$ cat config.mk
export PLATFORM = sky130hd
export DESIGN_NAME = hsk_addsub_seq
export DESIGN_NICKNAME = d
export VERILOG_FILES = /design/src/rtl/seq_pkg.sv /design/src/rtl/seq_sync.sv /design/src/rtl/seq_ctrl.sv /design/src/rtl/seq_datapath.sv /design/src/rtl/hsk_addsub_seq.sv
export SDC_FILE = /design/constraint.sdc
export NUM_CORES = 1
export LEC_CHECK = 0
export CELL_PAD_IN_SITES_DETAIL_PLACEMENT = 0
export CELL_PAD_IN_SITES_GLOBAL_PLACEMENT = 2
export CORE_ASPECT_RATIO = 0.8
export CORE_UTILIZATION = 25
export DETAILED_ROUTE_END_ITERATION = 8
export GPL_TIMING_DRIVEN = 0
export PLACE_DENSITY = 0.7
export SETUP_SLACK_MARGIN = 0.05
export SLEW_MARGIN = 20
export SYNTH_ARGS = -nofsm -noshare
export SYNTH_HDL_FRONTEND = slang
export SYNTH_HIERARCHICAL = 1
export SYNTH_SLANG_ARGS = --single-unit
$ cat constraint.sdc
create_clock -name clk -period 2.11 [get_ports clk]
set_input_delay 0.422 -clock clk [delete_from_list [all_inputs] [get_ports clk]]
set_output_delay 0.422 -clock clk [all_outputs]
set_load 0.05 [all_outputs]
$ cat src/rtl/seq_pkg.sv
package seq_pkg;
    localparam int OPND_W     = 3;
    localparam int RES_W      = 4;
    localparam int SYNC_DEPTH = 2;

    typedef logic [OPND_W-1:0] opnd_t;
    typedef logic [RES_W-1:0]  res_t;

    typedef enum logic [3:0] {
        S_IDLE,
        S_CLEAR,
        S_REQ_A,
        S_ACC_A,
        S_DROP_A,
        S_REQ_B,
        S_ACC_B,
        S_DROP_B,
        S_HOLD
    } seq_state_e;

    typedef struct packed {
        logic ld_a;     // capture operand bus into A
        logic ld_b;     // load combiner output into B
        logic clr_b_n;  // active-low synchronous clear of B
        logic add_sel;  // 1 = add, 0 = subtract
    } ctl_t;

    function automatic res_t combine(input res_t acc, input opnd_t op, input logic add);
        res_t ext;
        ext = res_t'(op);
        return add ? res_t'(acc + ext) : res_t'(acc - ext);
    endfunction
endpackage

$ cat src/rtl/seq_sync.sv
module seq_sync #(
    parameter int   STAGES  = 2,
    parameter logic RST_VAL = 1'b0
) (
    input  logic clk,
    input  logic rst,
    input  logic d_in,
    output logic q_out
);
    logic [STAGES-1:0] chain;

    always_ff @(posedge clk) begin
        if (rst) chain <= {STAGES{RST_VAL}};
        else     chain <= {chain[STAGES-2:0], d_in};
    end

    assign q_out = chain[STAGES-1];
endmodule

$ cat src/rtl/seq_ctrl.sv
module seq_ctrl
    import seq_pkg::*;
(
    input  logic       clk,
    input  logic       rst,
    input  logic       go_s,
    input  logic       rdy_s,
    input  logic       func_sel,
    output logic       req_o,
    output ctl_t       ctl_o,
    output seq_state_e state_o
);
    seq_state_e state_q, state_d;

    always_comb begin
        state_d = state_q;
        ctl_o   = '{ld_a: 1'b0, ld_b: 1'b0, clr_b_n: 1'b1, add_sel: 1'b1};
        req_o   = 1'b0;
        unique case (state_q)
            S_IDLE:   if (!go_s) state_d = S_CLEAR;
            S_CLEAR: begin
                ctl_o.clr_b_n = 1'b0;
                if (!rdy_s) state_d = S_REQ_A;
            end
            S_REQ_A: begin
                req_o = 1'b1;
                if (rdy_s) begin
                    ctl_o.ld_a = 1'b1;
                    state_d    = S_ACC_A;
                end
            end
            S_ACC_A: begin
                ctl_o.ld_b    = 1'b1;
                ctl_o.add_sel = 1'b1;
                state_d       = S_DROP_A;
            end
            S_DROP_A: if (!rdy_s) state_d = S_REQ_B;
            S_REQ_B: begin
                req_o = 1'b1;
                if (rdy_s) begin
                    ctl_o.ld_a = 1'b1;
                    state_d    = S_ACC_B;
                end
            end
            S_ACC_B: begin
                ctl_o.ld_b    = 1'b1;
                ctl_o.add_sel = func_sel;
                state_d       = S_DROP_B;
            end
            S_DROP_B: if (!rdy_s) state_d = S_HOLD;
            S_HOLD:   if (go_s) state_d = S_IDLE;
            default:  state_d = S_IDLE;
        endcase
    end

    always_ff @(posedge clk) begin
        if (rst) state_q <= S_IDLE;
        else     state_q <= state_d;
    end

    assign state_o = state_q;
endmodule

$ cat src/rtl/seq_datapath.sv
module seq_datapath
    import seq_pkg::*;
(
    input  logic  clk,
    input  logic  rst,
    input  ctl_t  ctl_i,
    input  opnd_t opnd_i,
    output res_t  res_o
);
    opnd_t a_q;
    res_t  b_q;

    always_ff @(posedge clk) begin
        if (rst) begin
            a_q <= '0;
            b_q <= '0;
        end else begin
            if (ctl_i.ld_a) a_q <= opnd_i;
            if (!ctl_i.clr_b_n)  b_q <= '0;
            else if (ctl_i.ld_b) b_q <= combine(b_q, a_q, ctl_i.add_sel);
        end
    end

    assign res_o = b_q;
endmodule

$ cat src/rtl/hsk_addsub_seq.sv
module hsk_addsub_seq
    import seq_pkg::*;
(
    input  logic              clk,
    input  logic              rst,
    input  logic              go_n,
    input  logic              func_sel,
    input  logic              rdy_in,
    input  logic [OPND_W-1:0] opnd_in,
    output logic              req_out,
    output logic [RES_W-1:0]  result_q
);
    logic       go_s;
    logic       rdy_s;
    ctl_t       ctl;
    seq_state_e ctl_state;

    seq_sync #(.STAGES(SYNC_DEPTH), .RST_VAL(1'b1)) go_sync_i (
        .clk(clk), .rst(rst), .d_in(go_n), .q_out(go_s)
    );

    seq_sync #(.STAGES(SYNC_DEPTH), .RST_VAL(1'b0)) rdy_sync_i (
        .clk(clk), .rst(rst), .d_in(rdy_in), .q_out(rdy_s)
    );

    seq_ctrl ctrl_i (
        .clk(clk), .rst(rst), .go_s(go_s), .rdy_s(rdy_s), .func_sel(func_sel),
        .req_o(req_out), .ctl_o(ctl), .state_o(ctl_state)
    );

    seq_datapath dp_i (
        .clk(clk), .rst(rst), .ctl_i(ctl), .opnd_i(opnd_in), .res_o(result_q)
    );
endmodule

Yosys cells after proc, flatten, opt, wreduce, memory -nomap -nowiden
Cells that the tools add are included.
{ "op_classes": {"add_sub_neg": 2, "n_eq_ne": 15, "n_mux": 14, "n_reduce_logical": 5} }
{ "ops": {"columns": ["operator", "n"], "rows": [
  ["$pmux W4 S9", 1],
  ["$mux W4", 8],
  ["$eq A4 B3 Y1 const B", 4],
  ["$ne A2 B2 Y1 const B", 7],
  ["$eq A4 B2 Y1 const B", 2],
  ["$reduce_and A7 Y1", 1],
  ["$reduce_or A2 Y1", 3],
  ["$mux W1", 5],
  ["$add A4 B3 Y4", 1],
  ["$eq A4 B1 Y1 const B", 1],
  ["$eq A4 B4 Y1 const B", 1],
  ["$logic_not A4 Y1", 1],
  ["$sub A4 B3 Y4", 1]
]} }
{ "totals": {"register_bits": 15, "word_cells": 41} }

Longest topological paths before layout
Gate-level depths: netlist of run 1.
{ "depth": {"word_depth": 3, "mapped_depth": 10, "depth_no_buf": 9} }

Cells and area by module
The synthesis of run 1 kept the hierarchy.
{ "modules_own_cells": {"columns": ["mod", "instances", "cells_each", "area_each_um2"], "rows": [
  ["seq_datapath", 1, 44, 411.6],
  ["seq_ctrl", 1, 35, 302.8],
  ["seq_sync", 2, 4, 52.6]
]} }

Worst setup path before layout of run 1
Ideal clock, no wire load.
{ "synth_timing": {"kind": "reg-to-reg", "from": "register ctrl_i.state_q[1], in the netlist ctrl_i/state_o[1]", "to": "register dp_i.b_q[3], in the netlist dp_i/res_o[3]", "t_arrival_ns": 2.102, "required_ns": 2.040, "slack_ns": -0.062, "path_stages_with_launch": 11, "path_buffers": 1, "synth_period_minus_slack_ns": 2.172, "path_cell_list": "dfxtp_1 -> buf_6 -> and2b_1 -> nand3_1 -> nor2_1 -> xor2_1 -> ha_1 -> a21oi_2 -> a211oi_1 -> or4_1 -> a21oi_1"} }
{ "synth_rtl": {"columns": ["element", "line", "rtl"], "rows": [
  ["from (decl)", "seq_ctrl.sv:13", "seq_state_e state_q, state_d;"],
  ["from (signal assigned)", "seq_ctrl.sv:58", "else state_q <= state_d;"],
  ["to (signal assigned)", "seq_datapath.sv:20", "else if (ctl_i.ld_b) b_q <= combine(b_q, a_q, ctl_i.add_sel);"],
  ["to (decl)", "seq_datapath.sv:11", "res_t b_q;"]
]} }

==> results.toml, run 1 <==
[flow_run]
drv_cap = 0

[floorplan]
ios = 13
rows = 18
die_h_microns = 53.2
dieArea_sq_um = 3510
core_area_sq_um = 3110
start_util_pct = 26.4
die_x_microns = 66.0

[place]
hpwl_microns = 1220
io_buffers = 12
finalWeightedCongestion = 0.716

[clock_network]
ctsRootBufferMaster = "clkbuf_8"
insertion_delay_ns = 0.25
clockBufferDepth = 2
numCtsBuffers = 3
cts_tree = "built"
cts.reportedPaths.clkPinSlew_ns = 0.07
clkSinkCount = 15
cts_hold_buf = 0
cts_max_level = 1

[synthesis]
async_flop_share_pct = 0
synth.distinct_cells = 36
synth_edf_count = 0
ys.flop_type = "dfxtp_1"
synthesis.nets = 100
synth_area_per_cell_sq_um = 9.42
synth_area_sq_um = 820
yosysWarnings = 6
yosysSeqAreaShare_pct = 36.6
postSynthRegisterBits = 15
synth_cells = 87

[worst_setup_path]
crit_path_end_kind = "flop"
worst_ep_arrival_time_ns = 2.37
crit_fanout = 3
crit_type = "flop to flop"
cp.required_ns = 2.30
cp-start-kind = "flop"
rrSetupSlack_ns = -0.07

[drt]
vias = 686
viasPerCell = 4.60
top_layer_used = "met4"
first_iter_violations = 12
routedWlPerCell_microns = 11.7
met3_length_microns = 96
route.detailed.drc = 0
drtAntennaViolNets = 0
dr_wl_met2_microns = 736
wl_met1_microns = 894
totalWireLength_microns = 1740
dr.pass1.iters = 4

[final_layout]
area_growth_pct = 37.7
drive_above_1_share_pct = 28.4
n_antenna_cell = 0
finalCoreUtilization_pct = 36.3
final_cell_mix = "11 x dfxtp_1, 10 x clkdlybuf4s50_1, 9 x nor2_1, 6 x buf_4, 6 x inv_1"
final_common_cell = "dfxtp_1"
final_nets = 123

[global_route]
globalRouteOverflowTotal = 0
grt_pass1_wl_microns = 3160
grt_usage_pct = 12.4
first_global_vias = 698
grt_max_degree = 12
antenna_found_initial = 0

[sta]
period_share_pct = 103
drv_slew = 0
worst_pin_slew_ns = 0.486
hold_viol_final = 0
max-slew-margin-rel_pct = 67.5
setup_viol = 1
setup_ws_ns = -0.0716
max_clock_freq_mhz = 458
whs_ns = 0.409
min_period_ns = 2.18
clock_skew_ns = 0.00607
rsz0062_at_grt = "true"

[pwr]
p_int_uw = 529
power.share.sequential_pct = 42.1
clkPwrFrac_pct = 32.4
p_comb_share_pct = 25.5
switchingPower_uw = 223
vdd_ir_drop_max_mv = 0.325
leakagePower_uw = 0.000410
power_switching_share_pct = 29.6
power_density_nw_per_um2 = 666

[status]
outcome = "finished, violations left"
violations = "setup timing"

[worst_hold_path]
hold_class = "flop to flop"
==> what timing repair did <==
| action | in CTS | in global routing |
|---|---|---|
| endpoints found under the setup margin | 2 | 2 |
| gates resized for setup | 7 | 7 |
| buffers inserted | 5 | 1 |
| pin swaps | 7 | 7 |
==> area by class of cell <==
cell class | instances | area, sq um
buffer | 3 | 33.8
clock buffer | 3 | 41.3
clock inverter | 1 | 7.51
fill | 324 | 1980
inverter | 6 | 22.5
multi-input combinational | 63 | 507
sequential | 15 | 308
tap | 40 | 50.0
timing repair buffer | 18 | 159
==> through the flow <==
step,setup TNS [ns],instances,setup slack [ns],instance area (sq um),power (uW)
after floorplan,0,87,0.000712,852,446
after global placement,-0.870,139,-0.505,1020,495
after detailed placement,-0.775,139,-0.463,1020,496
after CTS,-0.0980,148,-0.0980,1110,756
after global routing,-0.187,149,-0.187,1130,804
final,-0.0716,149,-0.0716,1130,752
==> power by group through the flow <==
stage	clock network, uW	registers, uW	logic (uW)
2_1_floorplan	0	322	124
3_3_place_gp	0	323	172
3_5_place_dp	0	323	173
4_1_cts	254	317	185
5_1_grt	271	320	213
6_report	243	316	192
==> final timing paths <==
kind	from	end	cells past startpoint
setup / recovery	ctrl_i/state_o[1]	dp_i/res_o[3]	10
hold / removal	go_sync_i/chain[0]	go_sync_i/chain[1]	1
setup reg to reg	ctrl_i/state_o[1]	dp_i/res_o[3]	10
hold reg to reg	go_sync_i/chain[0]	go_sync_i/chain[1]	1
==> cell families after synthesis <==
| kind of cell | count (synthesis) | share of synthesized area (%) |
|---|---|---|
| compound gates | 15 | 12.7 |
| xor+xnor | 3 | 3.21 |
| fa+ha+maj | 5 | 8.55 |
| buf+inv | 9 | 6.87 |
| flops | 15 | 36.6 |
| mux | 5 | 6.26 |
| simple gates | 35 | 25.8 |
==> state kept, by name, indices dropped and copies added (netlist names) <==
register          flops
rdy_sync_i/chain      2
go_sync_i/chain       2
ctrl_i/state_o        4
dp_i/a_q              3
dp_i/res_o            4
==> routing by layer <==
metal / track usage (%) / vias up
met1: 15.7 / 316
met4: 2.13 / 0
met5: 0 / -
li1: - / 352
met3: 5.60 / 2
met2: 19.6 / 16
==> critical path: stages (launching register included) <==
cell,delay (ns)
dfxtp_4,0.34
buf_6,0.11
and2b_1,0.16
nand3_2,0.11
nor2_2,0.04
xor2_1,0.15
ha_1,0.36
nand3_2,0.10
o211a_1,0.15
or4_4,0.48
a21oi_2,0.12
==> synth_stat cells (2+ instances only) <==
master	n	area [sq um]
dfxtp_1	15	300
a211oi_1	2	15.0
nand2b_1	2	12.5
nand3_1	2	10.0
inv_1	6	22.5
mux2i_1	4	40.0
and2_1	2	12.5
a21oi_1	4	20.0
a31oi_1	2	12.5
a21oi_2	2	17.5
ha_1	4	50.1
nor2_1	11	41.3
nor2b_1	2	12.5
buf_6	3	33.8
or2_1	2	12.5
or4_1	2	15.0
xor2_1	3	26.3
No activity file was read; power rests on OpenSTA's default activity.
==> run 2: changes to the inputs <==
MAX_ROUTING_LAYER = met4   (was unset)
==> results of run 2 <==
Final layout, timing and power as in run 1 (identical DEF).
Among the figures that moved: final weighted congestion in routability-driven placement 0.716 -> 0.724; overall routing resource usage 12.4% -> 12.8%; met1 usage 15.7% -> 16.0%; met3 usage 5.60% -> 5.17%
==> run 3: changes to the inputs <==
CORE_ASPECT_RATIO = 0.5   (was 0.8)
==> run 3 against run 2 <==
The flow still finishes with violations (setup timing). Via count shrank 1.6%. Non-clock buffer count rose by 3. Sequential power is essentially flat. Critical path depth unchanged. Combinational power increased by 2%. First-iteration DRC count rose by 8.3%. Highest routed layer is now met3. Total power fell by 0.79%. Flip-flop and latch count unchanged. Global-route usage shrank 2.2 points. Fmax about the same. Largest power group unchanged. Clock skew down 0.0026 ns. Sequential share of layout area is 0.53 points lower.
==> results.toml, run 3 (synthesis gave the netlist of run 1 again) <==
[status]
outcome = "finished, violations left"
violations = "setup timing"

[clock_network]
clockBufferDepth = 2
cts_max_level = 1
cts.reportedPaths.clkPinSlew_ns = 0.06
clkSinkCount = 15
numCtsBuffers = 3
cts_tree = "built"
cts_hold_buf = 0
ctsRootBufferMaster = "clkbuf_8"
insertion_delay_ns = 0.25

[drt]
dr.pass1.iters = 4
totalWireLength_microns = 1670
vias = 675
routedWlPerCell_microns = 11.0
viasPerCell = 4.44
drtAntennaViolNets = 0
first_iter_violations = 13
route.detailed.drc = 0

[sta]
setup_ws_ns = -0.0717
max-slew-margin-rel_pct = 67.3
whs_ns = 0.406
min_period_ns = 2.18
setup_viol = 1
rsz0062_at_grt = "true"
setup_tns_ns = -0.0717
hold_viol_final = 0
worst_pin_slew_ns = 0.489
period_share_pct = 103
drv_slew = 0
max_clock_freq_mhz = 458
clock_skew_ns = 0.00350

[worst_setup_path]
max_stage_delay_ns = 0.46
reg2reg_depth = 10
cp-start-kind = "flop"
crit_type = "flop to flop"
rr_startpoint = "ctrl_i/state_o[0]"
crit_path_end_kind = "flop"
rrSetupSlack_ns = -0.07
worst_r2r_endpoint = "dp_i/res_o[3]"
cp.required_ns = 2.29
slowest_stage = "or4_1"
crit_fanout = 10
worst_ep_arrival_time_ns = 2.36
crit_chain = "buf_6 -> nor2_2 -> nand3_2 -> nor2_2 -> xor2_1 -> ha_1 -> nand3_4 -> o211a_1 -> or4_1 -> a21oi_1"
crit_family = "simple AND/OR/NAND/NOR gates"
crit_buf_inv = 1
cpMostUsedCell = "nor2_2"

[floorplan]
start_util_pct = 26.7
die_x_microns = 83.0
die_h_microns = 42.5
core_area_sq_um = 3070
dieArea_sq_um = 3520
rows = 14
ios = 13

[pwr]
vdd_ir_drop_max_mv = 0.275
leakagePower_uw = 0.000427
power_density_nw_per_um2 = 648

[final_layout]
n_antenna_cell = 0
drive_above_1_share_pct = 28.6
final_common_cell = "dfxtp_1"
finalCoreUtilization_pct = 37.6
final_nets = 126
final_cell_mix = "11 x dfxtp_1, 10 x clkdlybuf4s50_1, 9 x nor2_1, 9 x buf_4, 6 x inv_1"
area_growth_pct = 40.5
final_cell_count_no_fill = 152

[global_route]
globalRouteOverflowTotal = 0
grt_pass1_wl_microns = 2850
grt_max_degree = 12
first_global_vias = 649
grt_usage_pct = 10.5
antenna_found_initial = 0

[place]
place_ws_ns = -0.476
finalWeightedCongestion = 0.691
io_buffers = 12
hpwl_microns = 1200
placed_cells = 139

[worst_hold_path]
worstHoldPathCells = 1
holdPathEnd = "go_sync_i/chain[1]"
hold_class = "flop to flop"
worstHoldStart = "go_sync_i/chain[0]"

[flow_run]
drv_cap = 0
## run 3: cell count changes in the layout (fill, tap and decap cells not counted), sizes merged
cell	previous run	this run
buf	10	12
clkbuf	3	4
clkinv	0	1
clkinvlp	1	0
## run 3: timing repair
item / 4_1_cts / 5_1_grt
setup endpoints to repair: 2 / 2
pin swaps: 7 / 7
buffers inserted: 7 / 2
gates resized for setup: 11 / 3
## run 3: power by group
part	switching, uW	leakage [uW]	internal, uW
registers	14.6	0.000124	300
logic	94.7	0.000277	102
clock network	104	0.0000255	131
## run 3: worst max-delay path by stage
stage | startpoint | to | slack (ns) | cells after the start
after floorplan | ctrl_i/state_o[1] | dp_i/res_o[3] | 0.0007 | 9
after global placement | func_sel | dp_i/res_o[3] | -0.46 | 10
after detailed placement | func_sel | dp_i/res_o[3] | -0.48 | 9
after CTS | ctrl_i/state_o[1] | dp_i/res_o[3] | -0.12 | 10
after global routing | ctrl_i/state_o[1] | dp_i/res_o[3] | -0.20 | 10
final | ctrl_i/state_o[0] | dp_i/res_o[3] | -0.07 | 10
## run 3: layout make-up
class                      count  area [sq um]
fill                         307          1910
clock buffer                   3          41.3
clock inverter                 1          5.00
buffer                         3          33.8
sequential                    15           308
inverter                       6          22.5
multi-input combinational     63           507
tap                           40          50.0
timing repair buffer          21           184
## run 3: routing by layer
metal | global-route usage [%] | share of wire [%] | up-vias
met1 | 12.3 | 51 | 314
met3 | 2.95 | 0.54 | 0
met2 | 17.5 | 48 | 5
met5 | - | 0 | -
li1 | - | - | 356
met4 | 4.14 | 0 | 0
## run 3: per-stage QoR
| stage | power [uW] | instance area [sq um] |
|---|---|---|
| global route | 799 | 1150 |
| finish | 746 | 1150 |
| floorplan | 446 | 852 |
| global placement | 497 | 1020 |
| CTS | 755 | 1140 |
| detailed placement | 496 | 1020 |
## run 3: worst reg2reg max path, delay by kind of cell, from the launching register on
| kind | cells | cell delay (ns) |
|---|---|---|
| xor gates and xnor gates | 1 | 0.08 |
| AOI/OAI and AO/OA | 2 | 0.26 |
| buffers and inverters | 1 | 0.14 |
| and+or+nand+nor | 5 | 0.91 |
| DFF | 1 | 0.34 |
| adders and majority gates | 1 | 0.38 |
